### config.mk
export PLATFORM = sky130hd
export DESIGN_NAME = tap_window_tuner
export DESIGN_NICKNAME = d
export VERILOG_FILES = /design/src/rtl/tune_pkg.sv /design/src/rtl/upd_watch.sv /design/src/rtl/run_tracker.sv /design/src/rtl/tap_window_tuner.sv
export SDC_FILE = /design/constraint.sdc
export NUM_CORES = 1
export LEC_CHECK = 0
export BUFFER_PORTS_ARGS = -buffer_cell sky130_fd_sc_hd__clkbuf_2
export CORE_ASPECT_RATIO = 1.5
export CORE_MARGIN = 3
export CORE_UTILIZATION = 53
export DETAILED_ROUTE_END_ITERATION = 12
export GPL_ROUTABILITY_DRIVEN = 0
export HOLD_SLACK_MARGIN = 0.06
export PLACE_DENSITY = 0.78
export SLEW_MARGIN = 20
export SYNTH_ARGS = -nofsm -noshare
export SYNTH_HDL_FRONTEND = slang
export SYNTH_SLANG_ARGS = --single-unit
### constraint.sdc
create_clock -name clk -period 2.4 [get_ports clk]
set_input_delay 0 -clock clk [delete_from_list [all_inputs] [get_ports clk]]
set_output_delay 0 -clock clk [all_outputs]
set_load 0.005 [all_outputs]
### src/rtl/tune_pkg.sv
package tune_pkg;
   typedef enum logic [2:0] {
      ST_IDLE,
      ST_SET,
      ST_WAIT,
      ST_XFER,
      ST_STEP,
      ST_FSET,
      ST_FWAIT
   } tune_st_t;
endpackage

### src/rtl/upd_watch.sv
// Owns the update-pending flag and its optional settle timeout.
module upd_watch #(
   parameter int LIMIT = 16
) (
   input  logic clk,
   input  logic rst_n,
   input  logic arm_i,
   input  logic clr_i,
   output logic pend_o,
   output logic ok_o,
   output logic expire_o
);
   logic pend_q;

   assign pend_o = pend_q;
   assign ok_o   = pend_q & clr_i;

   generate
      if (LIMIT == 0) begin : g_no_limit
         assign expire_o = 1'b0;
      end else begin : g_limit
         localparam int CNT_W = (LIMIT < 2) ? 1 : $clog2(LIMIT);
         logic [CNT_W-1:0] tmr_q;

         assign expire_o = pend_q & ~clr_i & (tmr_q == CNT_W'(LIMIT - 1));

         always_ff @(posedge clk or negedge rst_n) begin
            if (!rst_n)      tmr_q <= '0;
            else if (arm_i)  tmr_q <= '0;
            else if (pend_q) tmr_q <= tmr_q + CNT_W'(1);
         end
      end
   endgenerate

   always_ff @(posedge clk or negedge rst_n) begin
      if (!rst_n)                  pend_q <= 1'b0;
      else if (arm_i)              pend_q <= 1'b1;
      else if (ok_o || expire_o)   pend_q <= 1'b0;
   end
endmodule

### src/rtl/run_tracker.sv
// Tracks current and longest passing run and derives the centre tap.
module run_tracker #(
   parameter int TAP_W = 6,
   parameter int LEN_W = 6
) (
   input  logic             clk,
   input  logic             rst_n,
   input  logic             clear_i,
   input  logic             hit_i,
   input  logic             pass_i,
   input  logic [TAP_W-1:0] tap_i,
   output logic [LEN_W-1:0] best_len_o,
   output logic [TAP_W-1:0] centre_o
);
   logic [LEN_W-1:0] cur_q, best_q, cur_nx;
   logic [TAP_W-1:0] end_q;

   assign cur_nx     = cur_q + LEN_W'(1);
   assign best_len_o = best_q;
   assign centre_o   = end_q - TAP_W'(best_q >> 1);

   always_ff @(posedge clk or negedge rst_n) begin
      if (!rst_n) begin
         cur_q  <= '0;
         best_q <= '0;
         end_q  <= '0;
      end else if (clear_i) begin
         cur_q  <= '0;
         best_q <= '0;
         end_q  <= '0;
      end else if (hit_i) begin
         if (pass_i) begin
            cur_q <= cur_nx;
            if (cur_nx > best_q) begin   // strict: ties keep the earlier run
               best_q <= cur_nx;
               end_q  <= tap_i;
            end
         end else begin
            cur_q <= '0;
         end
      end
   end

   // best length never shrinks within a search
   p_best_grows_r4: assert property (@(posedge clk) disable iff (!rst_n)
      !clear_i |=> best_q >= $past(best_q));
endmodule

### src/rtl/tap_window_tuner.sv
module tap_window_tuner #(
   parameter int TAP_W     = 6,
   parameter int NUM_TAPS  = 40,
   parameter int UPD_LIMIT = 16,
   parameter int CTRL_W    = 16,
   parameter int TAP_LSB   = 8,
   parameter int UPD_BIT   = 15
) (
   input  logic              clk,
   input  logic              rst_n,
   input  logic              start_i,
   output logic              xfer_req_o,
   input  logic              xfer_done_i,
   input  logic              xfer_pass_i,
   input  logic              upd_clr_i,
   output logic [CTRL_W-1:0] ctrl_o,
   output logic              done_o,
   output logic              err_o
);
   import tune_pkg::*;

   localparam int LEN_W = $clog2(NUM_TAPS + 1);
   localparam logic [TAP_W-1:0] LAST_TAP = TAP_W'(NUM_TAPS - 1);

   generate
      if (NUM_TAPS < 1 || NUM_TAPS > (1 << TAP_W)) begin : g_bad_taps
         $error("NUM_TAPS must lie in 1 .. 2**TAP_W");
      end
      if (TAP_LSB + TAP_W > UPD_BIT || UPD_BIT >= CTRL_W) begin : g_bad_layout
         $error("tap field must sit below the update bit inside CTRL_W");
      end
   endgenerate

   tune_st_t         st_q;
   logic [TAP_W-1:0] idx_q, tap_q;
   logic             done_q, err_q;
   logic             arm, pend, upd_ok, upd_exp, hit, pass, clear;
   logic [LEN_W-1:0] best_len;
   logic [TAP_W-1:0] centre;

   assign arm   = (st_q == ST_SET) || (st_q == ST_FSET);
   assign clear = (st_q == ST_IDLE) && start_i;
   assign hit   = ((st_q == ST_XFER) && xfer_done_i) || ((st_q == ST_WAIT) && upd_exp);
   assign pass  = (st_q == ST_XFER) && xfer_pass_i;

   upd_watch #(.LIMIT(UPD_LIMIT)) u_watch (
      .clk(clk), .rst_n(rst_n), .arm_i(arm), .clr_i(upd_clr_i),
      .pend_o(pend), .ok_o(upd_ok), .expire_o(upd_exp)
   );

   run_tracker #(.TAP_W(TAP_W), .LEN_W(LEN_W)) u_track (
      .clk(clk), .rst_n(rst_n), .clear_i(clear), .hit_i(hit), .pass_i(pass),
      .tap_i(idx_q), .best_len_o(best_len), .centre_o(centre)
   );

   always_ff @(posedge clk or negedge rst_n) begin
      if (!rst_n) begin
         st_q   <= ST_IDLE;
         idx_q  <= '0;
         tap_q  <= '0;
         done_q <= 1'b0;
         err_q  <= 1'b0;
      end else begin
         done_q <= 1'b0;
         err_q  <= 1'b0;
         unique case (st_q)
            ST_IDLE: if (start_i) begin
               idx_q <= '0;
               st_q  <= ST_SET;
            end
            ST_SET: begin
               tap_q <= idx_q;
               st_q  <= ST_WAIT;
            end
            ST_WAIT: begin
               if (upd_ok)       st_q <= ST_XFER;
               else if (upd_exp) st_q <= ST_STEP;
            end
            ST_XFER: if (xfer_done_i) st_q <= ST_STEP;
            ST_STEP: begin
               if (idx_q == LAST_TAP) begin
                  if (best_len == '0) begin
                     done_q <= 1'b1;
                     err_q  <= 1'b1;
                     st_q   <= ST_IDLE;
                  end else begin
                     st_q <= ST_FSET;
                  end
               end else begin
                  idx_q <= idx_q + TAP_W'(1);
                  st_q  <= ST_SET;
               end
            end
            ST_FSET: begin
               tap_q <= centre;
               st_q  <= ST_FWAIT;
            end
            ST_FWAIT: begin
               if (upd_ok) begin
                  done_q <= 1'b1;
                  st_q   <= ST_IDLE;
               end else if (upd_exp) begin
                  done_q <= 1'b1;
                  err_q  <= 1'b1;
                  st_q   <= ST_IDLE;
               end
            end
            default: st_q <= ST_IDLE;
         endcase
      end
   end

   always_comb begin
      ctrl_o = '0;
      ctrl_o[TAP_LSB +: TAP_W] = tap_q;
      ctrl_o[UPD_BIT]          = pend;
   end

   assign xfer_req_o = (st_q == ST_XFER);
   assign done_o     = done_q;
   assign err_o      = err_q;

   // request held until the agent answers
   p_req_hold_r3: assert property (@(posedge clk) disable iff (!rst_n)
      (xfer_req_o && !xfer_done_i) |=> xfer_req_o);
   // no transfer while the delay line is still updating
   p_no_req_pending_r2: assert property (@(posedge clk) disable iff (!rst_n)
      xfer_req_o |-> !ctrl_o[UPD_BIT]);
   // tap field always inside the sweep range
   p_tap_range_r2: assert property (@(posedge clk) disable iff (!rst_n)
      ctrl_o[TAP_LSB +: TAP_W] <= LAST_TAP);
   // done is a single-cycle pulse
   p_done_pulse_r7: assert property (@(posedge clk) disable iff (!rst_n)
      done_o |=> !done_o);
   // error is only reported with done
   p_err_needs_done_r8: assert property (@(posedge clk) disable iff (!rst_n)
      err_o |-> done_o);
endmodule

==> impl_metrics.py <==
metrics = {
    "route": {
        "antenna_left": 0,
        "routed_via_density": 5.64,
        "post_drt_wl_per_cell_um": 15.4,
        "first_iter_violations": 90,
        "post-route-drc-count": 0,
        "routed_wl_um": 5170,
        "vias": 1896,
        "dr.pass1.iters": 4,
    },
    "worst_setup_path": {
        "rr_worst_depth": 10,
        "crit_slowest_cell": "o311a_4",
        "crit_chain": "ha_2 -> nand3_4 -> xnor2_4 -> ha_4 -> a21oi_2 -> a21boi_1 -> o311a_4 -> buf_4 -> mux2i_1 -> nor2_1",
        "path_max_fanout": 7,
        "cp.arrival_ns": 2.45,
        "max_stage_delay_ns": 0.41,
        "critical_path_class": "register to register",
        "cp-start-kind": "register",
        "cp.required_ns": 2.57,
        "cp-end-kind": "register",
    },
    "synthesis": {
        "synth_ff_type": "dfrtp_1",
        "synthArstFlopShare_pct": 100,
        "ys_warn_count": 0,
        "synth_cells": 260,
        "synthSimpleGateAreaFrac_pct": 18.4,
        "synthTopCellsByCount": "40 x dfrtp_1, 35 x nand2_1, 24 x nor2_1",
        "synth_top_area_share_pct": 41.8,
        "synthAdderAreaFrac_pct": 8.15,
        "synth_cell_type_count": 48,
        "synth.area.mux_share_pct": 2.51,
        "synth-compound-area-share_pct": 16.8,
        "ys_ff_latch": 40,
        "synth_most_common_cell": "dfrtp_1",
        "ys_seq_area_share_pct": 41.8,
        "syn_area_per_cell_um2": 9.22,
        "syn_area_um2": 2400,
        "synthTopCellsByArea": "dfrtp_1 42%, ha_1 7.3%, nand2_1 5.5%",
        "synth_edf_count": 0,
        "synth_xor_area_share_pct": 4.75,
        "synth_top_family_by_area": "simple AND/OR/NAND/NOR gates",
        "netlist.top_cell.by_area": "dfrtp_1",
    },
    "power": {
        "intPower_w": 0.00144,
        "pwr-share-clk_pct": 17.8,
        "swShare_pct": 39.7,
        "p_leak_nw": 1.32,
        "p_seq_share_pct": 42.0,
        "p_per_area_nw_per_um2": 871,
        "p_switching_w": 0.000950,
        "vdd_drop_max_mv": 0.408,
        "combPwrFrac_pct": 40.3,
    },
    "clock_network": {
        "clkTransAtPathRegs_ns": 0.08,
        "cts_tree": "done",
        "clock_sinks": 40,
        "cts.path.max_buffers": 2,
        "htree_levels": 2,
        "root_buffer": "clkbuf_8",
        "insertion_delay_ns": 0.29,
        "cts_made_buffers": 5,
    },
    "grt": {
        "grt_pass1_vias": 1852,
        "antenna_found_initial": 0,
        "grtUsageMet2_pct": 36.3,
        "grt_max_degree": 41,
        "grt_usage_pct": 20.9,
        "grt_util_met1_pct": 22.5,
        "globalRoute.busiestLayer": "met2",
        "grtUsageMet3_pct": 3.80,
        "grt_overflow_total": 0,
        "grt_pass1_wl_um": 8310,
    },
    "cells_and_area": {
        "drive_gt1_share_pct": 19.7,
        "fin_nets": 311,
        "syn2layout_area_growth_pct": 14.8,
        "fin_util_pct": 64.2,
        "num_antenna_cells": 0,
        "fill_cells": 350,
    },
    "sta": {
        "clock_skew_ns": 0.00664,
        "fin_crit_sh_pct": 94.8,
        "hold_viol": 0,
        "setup_viol": 0,
        "period_needed_ns": 2.28,
        "max_freq_mhz": 439,
        "maxSlewViolCount": 0,
        "whs_ns": 0.0924,
        "tightest_slew_ns": 0.909,
        "relSlewSlack_pct": 39.4,
        "setup_tns_ns": 0,
    },
    "min_path": {
        "hold_depth": 4,
        "hp-class": "input port to register",
    },
    "status": {
        "status": "finished clean",
    },
    "placed_design": {
        "hpwl_um": 3730,
        "port_buffers": 15,
    },
    "floorplanning": {
        "io_pins": 25,
        "coreArea_um2": 4280,
        "fp.dieW_um": 60.9,
        "start_util_pct": 56.0,
        "die_area_um2": 5380,
        "die_height_um": 88.3,
        "row_count": 29,
    },
    "run": {
        "maxCapViolCount": 0,
    },
}
[critical path, delay by kind of cell, from the launching register on]
family          cells  cell delay [ns]
flops               1             0.39
buf+inv             1             0.15
fa+ha+maj           2             0.46
simple gates        2             0.16
compound gates      3             0.62
mux                 1             0.15
xor+xnor            1             0.22
[repair_timing]
item                                    in CTS  in global routing
endpoints found under the setup margin       8                  9
endpoints found under the hold margin       41                  0
hold buffers                                 3                  0
buffers inserted                             0                  5
pin swaps                                    1                  5
gates resized for setup                      2                 12
[layout by cell type, fill, tap and decap left out, types with 2 or more instances in the layout]
master / Yosys / final
nor2b_1: 4 / 4
nand2b_1: 4 / 4
inv_1: 11 / 11
nand2_2: 2 / 2
clkbuf_2: 0 / 14
nor3_1: 3 / 3
o31a_1: 2 / 2
a21oi_2: 1 / 2
o221ai_1: 2 / 2
dfrtp_1: 40 / 39
nand2_1: 35 / 35
o211ai_1: 3 / 3
and3_1: 6 / 6
ha_1: 14 / 12
a21oi_1: 9 / 8
buf_4: 11 / 19
nand3_1: 6 / 5
nor4_1: 2 / 2
o31ai_1: 8 / 7
dlygate4sd3_1: 0 / 3
nor2_1: 24 / 23
xor2_1: 10 / 9
o21a_1: 2 / 2
nand4_1: 5 / 5
mux2i_1: 6 / 6
xnor2_1: 3 / 2
o21ai_0: 12 / 12
a31oi_1: 3 / 3
a21o_1: 2 / 2
clkbuf_8: 0 / 5
nor2_2: 1 / 2
conb_1: 1 / 9
o21ai_1: 3 / 3
[layer usage]
metal / part of all wire (%) / vias to the layer above
met5: 0 / -
met4: 3.7 / 0
met3: 2.5 / 16
met2: 54 / 31
met1: 40 / 904
li1: - / 945
[final cells by class]
type | count | area (um2) | share of cell area, %
clock inverter | 1 | 5.00 | 0.182
multi-input combinational | 195 | 1320 | 48.1
tap | 46 | 57.6 | 2.09
timing repair buffer | 37 | 248 | 9.01
sequential | 40 | 1000 | 36.4
inverter | 11 | 41.3 | 1.50
clock buffer | 6 | 72.6 | 2.64
[worst paths after layout]
kind / from / end / slack, ns
max in group asynchronous: rst_n / u_track.cur_q[2] / 1.40
worst max-delay path: u_track.cur_q[1] / u_track.end_q[5] / 0.12
worst min-delay path: upd_clr_i / u_watch.pend_o / 0.09
worst min register to register: tap_q[3] / tap_q[3] / 0.49
worst max register to register: u_track.cur_q[1] / u_track.end_q[5] / 0.12
min in group asynchronous: rst_n / u_track.cur_q[5] / 0.38
[flip-flops by register name (all words and copies together) (netlist names)]
name and cells:
u_track.end_q 6, idx_q 6, st_q 3, done_o 1, u_watch.g_limit.tmr_q 4, u_watch.pend_o 1, u_track.best_len_o 6, tap_q 6
err_o 1, u_track.cur_q 6
[cell families after synthesis]
group                    count (synthesis)
other                                    1
XOR/XNOR                                13
multiplexers                             6
buffers and inverters                   33
AND/OR/NAND/NOR                         95
adder cells (fa/ha/maj)                 15
AO/OA/AOI/OAI                           57
flip-flops                              40
[per-stage QoR]
| step | instance area, um2 | power (W) | cells | worst slack, ns |
|---|---|---|---|---|
| final | 2750 | 0.00239 | 336 | 0.124 |
| after global routing | 2750 | 0.00257 | 336 | -0.00635 |
| after CTS | 2640 | 0.00240 | 331 | 0.0319 |
| after detailed placement | 2530 | 0.00195 | 321 | -0.0227 |
| after global placement | 2530 | 0.00192 | 321 | 0.121 |
| after floorplan | 2430 | 0.00169 | 268 | 0.161 |
[power by group through the flow]
stage | Sequential (W) | Clock (W) | Combinational, W
2_1_floorplan | 0.000954 | 0 | 0.000732
3_3_place_gp | 0.00102 | 0 | 0.000909
3_5_place_dp | 0.00102 | 0 | 0.000928
4_1_cts | 0.00101 | 0.000438 | 0.000954
5_1_grt | 0.00103 | 0.000466 | 0.00108
6_report | 0.00100 | 0.000426 | 0.000964
(Power assumes the default switching activity.)
